<file path="config.mk">
export PLATFORM = sky130hd
export DESIGN_NAME = gpio_irq_unit
export DESIGN_NICKNAME = d
export VERILOG_FILES = /design/src/rtl/gpio_irq_pkg.sv /design/src/rtl/gpio_sync.sv /design/src/rtl/gpio_trig_detect.sv /design/src/rtl/gpio_irq_status.sv /design/src/rtl/gpio_irq_unit.sv
export SDC_FILE = /design/constraint.sdc
export NUM_CORES = 1
export LEC_CHECK = 0
export BUFFER_PORTS_ARGS = -buffer_cell sky130_fd_sc_hd__buf_2
export CAP_MARGIN = 5
export CORE_ASPECT_RATIO = 1.4
export CORE_MARGIN = 2
export CORE_UTILIZATION = 51
export CTS_BUF_LIST = sky130_fd_sc_hd__clkbuf_8 sky130_fd_sc_hd__clkbuf_16
export DETAILED_ROUTE_END_ITERATION = 8
export MAX_ROUTING_LAYER = met4
export PLACE_DENSITY = 0.74
export SLEW_MARGIN = 30
export SYNTH_ARGS = -nofsm -noshare
export SYNTH_HDL_FRONTEND = slang
export SYNTH_SLANG_ARGS = --single-unit
</file>
<file path="constraint.sdc">
create_clock -name clk -period 5.57 [get_ports clk]
set_clock_uncertainty 0.15 [all_clocks]
set_input_delay 0.8355 -clock clk [delete_from_list [all_inputs] [get_ports clk]]
set_output_delay 0.8355 -clock clk [all_outputs]
set_load 0.1 [all_outputs]
</file>
<file path="src/rtl/gpio_irq_pkg.sv">
package gpio_irq_pkg;
    localparam int unsigned ADDR_W = 8;

    // register offsets, grouped by function
    localparam logic [ADDR_W-1:0] OFS_OUT_SET = 8'h10;
    localparam logic [ADDR_W-1:0] OFS_OUT_CLR = 8'h14;
    localparam logic [ADDR_W-1:0] OFS_DIR     = 8'h08;
    localparam logic [ADDR_W-1:0] OFS_PIN_IN  = 8'h04;
    localparam logic [ADDR_W-1:0] OFS_STYLE   = 8'h34;
    localparam logic [ADDR_W-1:0] OFS_DUAL    = 8'h38;
    localparam logic [ADDR_W-1:0] OFS_POL     = 8'h3C;
    localparam logic [ADDR_W-1:0] OFS_RAW     = 8'h24;
    localparam logic [ADDR_W-1:0] OFS_PEND    = 8'h28;
    localparam logic [ADDR_W-1:0] OFS_ACK     = 8'h30;
    localparam logic [ADDR_W-1:0] OFS_IEN     = 8'h20;
    localparam logic [ADDR_W-1:0] OFS_MASK    = 8'h2C;
endpackage

</file>
<file path="src/rtl/gpio_sync.sv">
module gpio_sync #(
    parameter int unsigned W      = 32,
    parameter int unsigned STAGES = 2
) (
    input  logic         clk,
    input  logic         rst_n,
    input  logic [W-1:0] async_i,
    output logic [W-1:0] cur_o,
    output logic [W-1:0] prev_o
);
    // STAGES synchronizer flops plus one history flop
    localparam int unsigned DEPTH = STAGES + 1;

    logic [DEPTH-1:0][W-1:0] chain_d, chain_q;

    always_comb begin
        chain_d[0] = async_i;
        for (int i = 1; i < DEPTH; i++) begin
            chain_d[i] = chain_q[i-1];
        end
    end

    always_ff @(posedge clk) begin
        if (!rst_n) chain_q <= '0;
        else        chain_q <= chain_d;
    end

    assign cur_o  = chain_q[STAGES-1];
    assign prev_o = chain_q[STAGES];
endmodule

</file>
<file path="src/rtl/gpio_trig_detect.sv">
module gpio_trig_detect #(
    parameter int unsigned W = 32
) (
    input  logic [W-1:0] cur_i,
    input  logic [W-1:0] prev_i,
    input  logic [W-1:0] style_i,
    input  logic [W-1:0] dual_i,
    input  logic [W-1:0] pol_i,
    output logic [W-1:0] edge_hit_o,
    output logic [W-1:0] level_on_o
);
    for (genvar g = 0; g < W; g++) begin : g_pin
        logic rise, fall;
        assign rise = cur_i[g] & ~prev_i[g];
        assign fall = ~cur_i[g] & prev_i[g];
        always_comb begin
            if (style_i[g])     edge_hit_o[g] = 1'b0;
            else if (dual_i[g]) edge_hit_o[g] = rise | fall;
            else if (pol_i[g])  edge_hit_o[g] = fall;
            else                edge_hit_o[g] = rise;
            level_on_o[g] = pol_i[g] ? ~cur_i[g] : cur_i[g];
        end
    end
endmodule

</file>
<file path="src/rtl/gpio_irq_status.sv">
module gpio_irq_status #(
    parameter int unsigned W = 32
) (
    input  logic         clk,
    input  logic         rst_n,
    input  logic [W-1:0] style_i,
    input  logic [W-1:0] edge_hit_i,
    input  logic [W-1:0] level_on_i,
    input  logic [W-1:0] ack_i,
    output logic [W-1:0] raw_o
);
    logic [W-1:0] raw_d, raw_q;

    always_comb begin
        for (int i = 0; i < W; i++) begin
            if (style_i[i]) raw_d[i] = level_on_i[i];
            else            raw_d[i] = edge_hit_i[i] | (raw_q[i] & ~ack_i[i]);
        end
    end

    always_ff @(posedge clk) begin
        if (!rst_n) raw_q <= '0;
        else        raw_q <= raw_d;
    end

    assign raw_o = raw_q;
endmodule

</file>
<file path="src/rtl/gpio_irq_unit.sv">
module gpio_irq_unit
    import gpio_irq_pkg::*;
#(
    parameter int unsigned NPINS       = 32,
    parameter int unsigned SYNC_STAGES = 2
) (
    input  logic              clk,
    input  logic              rst_n,
    input  logic              bus_sel,
    input  logic              bus_wr,
    input  logic [ADDR_W-1:0] bus_addr,
    input  logic [NPINS-1:0]  bus_wdata,
    output logic [NPINS-1:0]  bus_rdata,
    input  logic [NPINS-1:0]  pin_in,
    output logic [NPINS-1:0]  pin_out,
    output logic [NPINS-1:0]  pin_oe,
    output logic              irq
);
    typedef struct packed {
        logic [NPINS-1:0] dir;
        logic [NPINS-1:0] outl;
        logic [NPINS-1:0] ien;
        logic [NPINS-1:0] imsk;
        logic [NPINS-1:0] style;
        logic [NPINS-1:0] dual;
        logic [NPINS-1:0] pol;
    } cfg_t;

    cfg_t             cfg_d, cfg_q;
    logic             wr_en;
    logic [NPINS-1:0] ack_vec;
    logic [NPINS-1:0] sync_cur, sync_prev;
    logic [NPINS-1:0] edge_hit, level_on;
    logic [NPINS-1:0] raw_q;
    logic [NPINS-1:0] pend;

    assign wr_en   = bus_sel & bus_wr;
    assign ack_vec = (wr_en && bus_addr == OFS_ACK) ? bus_wdata : '0;

    gpio_sync #(.W(NPINS), .STAGES(SYNC_STAGES)) u_sync (
        .clk    (clk),
        .rst_n  (rst_n),
        .async_i(pin_in),
        .cur_o  (sync_cur),
        .prev_o (sync_prev)
    );

    gpio_trig_detect #(.W(NPINS)) u_detect (
        .cur_i     (sync_cur),
        .prev_i    (sync_prev),
        .style_i   (cfg_q.style),
        .dual_i    (cfg_q.dual),
        .pol_i     (cfg_q.pol),
        .edge_hit_o(edge_hit),
        .level_on_o(level_on)
    );

    gpio_irq_status #(.W(NPINS)) u_status (
        .clk       (clk),
        .rst_n     (rst_n),
        .style_i   (cfg_q.style),
        .edge_hit_i(edge_hit),
        .level_on_i(level_on),
        .ack_i     (ack_vec),
        .raw_o     (raw_q)
    );

    // configuration register next state
    always_comb begin
        cfg_d = cfg_q;
        if (wr_en) begin
            unique case (bus_addr)
                OFS_DIR:     cfg_d.dir   = bus_wdata;
                OFS_OUT_SET: cfg_d.outl  = cfg_q.outl | bus_wdata;
                OFS_OUT_CLR: cfg_d.outl  = cfg_q.outl & ~bus_wdata;
                OFS_IEN:     cfg_d.ien   = bus_wdata;
                OFS_MASK:    cfg_d.imsk  = bus_wdata;
                OFS_STYLE:   cfg_d.style = bus_wdata;
                OFS_DUAL:    cfg_d.dual  = bus_wdata;
                OFS_POL:     cfg_d.pol   = bus_wdata;
                default:     cfg_d       = cfg_q;
            endcase
        end
    end

    always_ff @(posedge clk) begin
        if (!rst_n) begin
            cfg_q     <= '0;
            cfg_q.dir <= '1;
        end else begin
            cfg_q <= cfg_d;
        end
    end

    assign pend = raw_q & cfg_q.ien & ~cfg_q.imsk;

    always_comb begin
        unique case (bus_addr)
            OFS_PIN_IN:  bus_rdata = sync_cur;
            OFS_DIR:     bus_rdata = cfg_q.dir;
            OFS_OUT_SET: bus_rdata = cfg_q.outl;
            OFS_OUT_CLR: bus_rdata = cfg_q.outl;
            OFS_IEN:     bus_rdata = cfg_q.ien;
            OFS_RAW:     bus_rdata = raw_q;
            OFS_PEND:    bus_rdata = pend;
            OFS_MASK:    bus_rdata = cfg_q.imsk;
            OFS_STYLE:   bus_rdata = cfg_q.style;
            OFS_DUAL:    bus_rdata = cfg_q.dual;
            OFS_POL:     bus_rdata = cfg_q.pol;
            default:     bus_rdata = '0;
        endcase
    end

    assign pin_out = cfg_q.outl;
    assign pin_oe  = ~cfg_q.dir;
    assign irq     = |pend;
endmodule

</file>
---- After elaboration in Yosys (flattened, before gate mapping) ----
Index checks and enable logic that the tools add are counted.
word-level totals
  register bits after elaboration ......... 352
  input bits .............................. 76
  output and inout port bits .............. 97
  logic and storage cells ................. 461
cells by class
  equality and inequality tests ........... 12
  muxes and demuxes ....................... 163
  bitwise operators ....................... 264
  reductions and logical operators ........ 11
operator list
  cell                  count
  $pmux W32 S10         1
  $mux W1               160
  $and A1 B1 Y1         97
  $and A32 B32 Y32      3
  $not A1 Y1            96
  $not A32 Y32          3
  $eq A8 B6 Y1 const B  8
  $or A1 B1 Y1          64
  $pmux W32 S2          1
  $mux W32              1
  $or A32 B32 Y32       1
  $reduce_or A32 Y1     1
  $eq A8 B5 Y1 const B  2
  $reduce_and A2 Y1     7
  $eq A8 B3 Y1 const B  1
  $eq A8 B4 Y1 const B  1
  $reduce_bool A2 Y1    1
  $reduce_or A2 Y1      1
  $logic_and A1 B1 Y1   1

---- Depth between registers and ports, before layout ----
  depth in word-level cells ............... 7
  gate-level depth with buffers ........... 8
  gate-level depth less buffers ........... 6

---- By module ----
Synthesis repeated with hierarchy kept, for this count alone.
second synthesis, totals
  cells, all modules ...................... 2162
  area total of the unflattened synthesis .. 18580.3 sq um
modules (own cells, without submodules)
  module            times used  cells each  area an instance (sq um)  seq. area each (sq um)
  gpio_irq_unit     1           1541        12256.8                   4484.3
  gpio_sync         1           234         2844.0                    1921.8
  gpio_trig_detect  1           256         2082.0                    0.0
  gpio_irq_status   1           131         1397.6                    640.6

---- Worst setup path before layout ----
Ideal clock, no wire load.
  kind .................................... input-to-output
  from .................................... input bus_addr[6]
  to ...................................... output bus_rdata[14]
  arrival time ............................ 3.580 ns
  slack ................................... 1.005 ns
  stages on the path ...................... 6
  path through ............................ buf_2 -> nor4b_1 -> clkbuf_1 -> and3_1 -> a221oi_1 -> o221ai_1
between the ends
  cells in the longest elaborated chain, start to end .. 3
RTL lines
  item                        line                 text
  start: declaration          gpio_irq_unit.sv:11  input logic [ADDR_W-1:0] bus_addr,
  $eq A8 B5 Y1                gpio_irq_unit.sv:98  unique case (bus_addr)
  $reduce_or A2 Y1 (no line)  -
  $pmux W32 S10 (*)           gpio_irq_unit.sv:98
  end: declaration            gpio_irq_unit.sv:13  output logic [NPINS-1:0] bus_rdata,
Every way passes the cells marked *; elsewhere a longest branch is shown, timed or not.

---- Worst setup path after layout ----
  from .................................... input bus_addr[4]
  to ...................................... output bus_rdata[13]
Same word-level chain as after synthesis.

==> impl_metrics.ini <==
[critical_path]
path_cells = buf_2, and4bb_2, buf_4, nand3_1, o221ai_1, a311o_1, buf_2
cp-start-kind = input port
crit_fanout = 23
r2r-start = u_sync.cur_o[25]$_SDFF_PN0_
cpMostUsedCell = buf_2
r2r_setup_slack_ns = 3.94
path_class = input port to primary output
worstRegToRegCells = 5
cp_data_arrival_time_ns = 3.78
r2r_end = u_status.raw_o[25]$_SDFF_PN0_
worst_path_max_delay_cell = nand3_1
max_stage_delay_ns = 0.77
required_ns = 4.58
crit_start = bus_addr[4]
end_kind = primary output
worstSetupEndpoint = bus_rdata[13]

[synthesis]
syn_nets = 2203
synthMuxAreaShare_pct = 2.366
ys.flop_type = dfxtp_1
seq_area_frac_synth_pct = 41.38
synth_compound_area_share_pct = 23.22
synth-xor-area-share_pct = 1.646
ys_async_sr_fraction_pct = 0
syn_avg_cell_area_um2 = 8.254
syn_area_um2 = 17030
synth_edf_count = 0
yosys.area_share.adder_pct = 4.703
ys_seq_elements = 352
ys_types = 64
synthSimpleGateAreaFrac_pct = 18.69
yosys_warnings = 0
synthCells = 2063
synth_top_family_by_area = compound AO/OA/AOI/OAI gates

[sta]
finalCritPeriodShare_pct = 85.64
maxSlewViolCount = 0
hold_viol = 0
period_minus_slack_ns = 4.770
max_freq_ghz = 0.2096
grt_setup_unrepaired = false
fin_setup_tns_ns = 0
slew_headroom_pct = 31.26
hold_ws_ns = 0.2690
finalSetupViolCount = 0
max_slew.worst_pin.slew_ns = 1.028

[min_path]
hold_class = flop to flop
hold_depth = 1

[detailed_routing]
drt-wirelength-per-cell_um = 21.86
viasPerCell = 6.115
drc = 0
drt-initial-drc-count = 1672
vias = 15860
ant_nets = 0
drt_wl_total_mm = 56.69
drt_pass1_iterations = 6

[job]
maxCapViolCount = 0

[cts]
cts_made_buffers = 35
post-cts-setup-buffers = 0
clk_latency_ns = 0.55
ctsHoldBuffers = 0
clk_pin_slew_ns = 0.06
cts_resized = 0
cts_root_buf = clkbuf_16
cts_max_level = 2
cts_tree = built
cts_buffer_depth = 3
cts.sinks = 352

[floorplan]
rows = 79
coreArea_um2 = 33110
io_pins = 173
fp.dieH_um = 220.2
dieWidth_um = 158.4
start_util_pct = 51.42
die_area_um2 = 34890

[pwr]
irDropWorstVdd_uv = 185.5
power_leakage_nw = 7.244
power_density_nw_per_um2 = 284.8
p_int_w = 0.004156
pwr-share-clk_pct = 46.4
pwr-share-comb_pct = 6.1
p_sw_w = 0.001299
seq_power_share_pct = 47.5
swShare_pct = 23.82

[grt]
grt_pass1_wl_mm = 84.75
grt_pass1_vias = 15020
grt_max_degree = 117
grt_usage_pct = 32.86
antenna_found_initial = 5
grt_overflow_total = 0

[finish]
post-route-util_pct = 57.84
syn2layout_area_growth_pct = 12.48
stdcell_count = 2593
drive_gt1_share_pct = 14.00
finalNetCount = 2258

[outcome]
status = finished, final reports clean

[placed_design]
gp_congestion = 0.9651
dp_cells = 2525
io_buffers = 172
dpl.hpwl_mm = 37.07
## power by group through the flow
stage	logic, W	registers, W	clock network [W]
2_1_floorplan	0.000219	0.00264	0
3_3_place_gp	0.000316	0.00265	0
3_5_place_dp	0.000324	0.00265	0
4_1_cts	0.000326	0.00259	0.00255
5_1_grt	0.000358	0.00260	0.00266
6_report	0.000333	0.00259	0.00253
## stage by stage
stage                     worst slack, ns  total power (W)  area, µm²
after floorplan                     1.005         0.002854      17030
after global placement              1.011         0.002962      17900
after detailed placement           0.9631         0.002971      17900
after CTS                          0.9606         0.005470      19130
after global routing               0.7781         0.005610      19150
final                              0.7997         0.005456      19150
## registers in the layout (all words and copies together), names as in the netlist, named ones only
| signal | flops |
|---|---|
| u_sync.cur_o | 32 |
| u_sync.prev_o | 32 |
| u_sync.chain_d | 32 |
| cfg_q | 192 |
| u_status.raw_o | 32 |
## Yosys cell counts (19+ instances only)
cell | n | share of area, %
nor2_1 | 68 | 1.5
xnor2_1 | 32 | 1.6
a32oi_1 | 19 | 0.98
buf_4 | 37 | 1.6
nor2b_1 | 42 | 1.5
o211ai_1 | 41 | 1.8
clkbuf_1 | 115 | 2.5
o31a_1 | 32 | 1.6
a211oi_1 | 32 | 1.4
a311oi_1 | 32 | 1.6
mux2i_1 | 38 | 2.2
and2_1 | 70 | 2.6
dfxtp_1 | 352 | 41
a21boi_0 | 32 | 1.4
buf_2 | 40 | 1.2
inv_1 | 104 | 2.3
a22oi_1 | 34 | 1.5
nand2_1 | 391 | 8.6
a21oi_1 | 277 | 8.1
nand3b_1 | 25 | 1.1
ha_1 | 64 | 4.7
## layout make-up
type                            instances  area [µm²]
Fill cell                            2964       13960
Multi-Input combinational cell       1407        8695
Sequential cell                       352        7047
Timing Repair Buffer                  218        1225
Clock buffer                           46        1027
Tap cell                              445       556.8
Inverter                              104       395.4
Clock inverter                         16       195.2
Antenna cell                            5       12.51
## worst min-delay path by stage
stage                                  start                          end  slack (ns)
2_1_floorplan  u_sync.chain_d[32]$_SDFF_PN0_   u_sync.cur_o[0]$_SDFF_PN0_        0.26
6_report       u_sync.chain_d[45]$_SDFF_PN0_  u_sync.cur_o[13]$_SDFF_PN0_        0.27
3_3_place_gp   u_sync.chain_d[51]$_SDFF_PN0_  u_sync.cur_o[19]$_SDFF_PN0_        0.26
4_1_cts        u_sync.chain_d[45]$_SDFF_PN0_  u_sync.cur_o[13]$_SDFF_PN0_        0.27
3_5_place_dp   u_sync.chain_d[59]$_SDFF_PN0_  u_sync.cur_o[27]$_SDFF_PN0_        0.27
5_1_grt        u_sync.chain_d[39]$_SDFF_PN0_   u_sync.cur_o[7]$_SDFF_PN0_        0.29
## layout by cell type (no fill, tap or decap), drive strengths merged, types with 9 or more instances in the layout
master,synthesis,layout
a311oi,32,32
a21boi,32,32
a2bb2oi,10,10
dfxtp,352,352
or4,14,14
and2,71,71
buf,85,218
nand3b,25,25
nand2,391,391
nor2,68,68
a32oi,19,19
inv,104,111
o21ai,10,10
ha,64,64
o31a,32,32
mux2i,38,38
a211oi,32,32
nand3,18,18
o2111ai,11,11
o211ai,41,41
nand2b,9,9
a22oi,34,34
a21oi,277,277
nor2b,42,42
clkbuf,115,46
xnor2,32,32
o2bb2ai,18,18
nor3,10,10
## worst max-delay path: cells and delay by family
kind	cells	cell delay, ns
buffers and inverters	3	1.20
AOI/OAI and AO/OA	2	0.65
and+or+nand+nor	2	1.07
## metal layers
layer / vias up / wire [µm] / track usage (%)
met5: - / 0 / -
met4: 0 / 3463 / 17.57
met3: 236 / 5135 / 6.150
met2: 845 / 26280 / 53.07
met1: 7520 / 21810 / 38.76
li1: 7254 / - / -
## logic make-up (layout without fill, tap and decap cells)
logic type,count (synthesis),count (layout)
DFF,352,352
adders and majority gates,64,64
buffers and inverters,304,384
and+or+nand+nor,675,675
AOI/OAI and AO/OA,596,596
other,0,5
muxes,40,40
xor gates and xnor gates,32,32
Note: power is estimated with default switching activity, not from simulation.
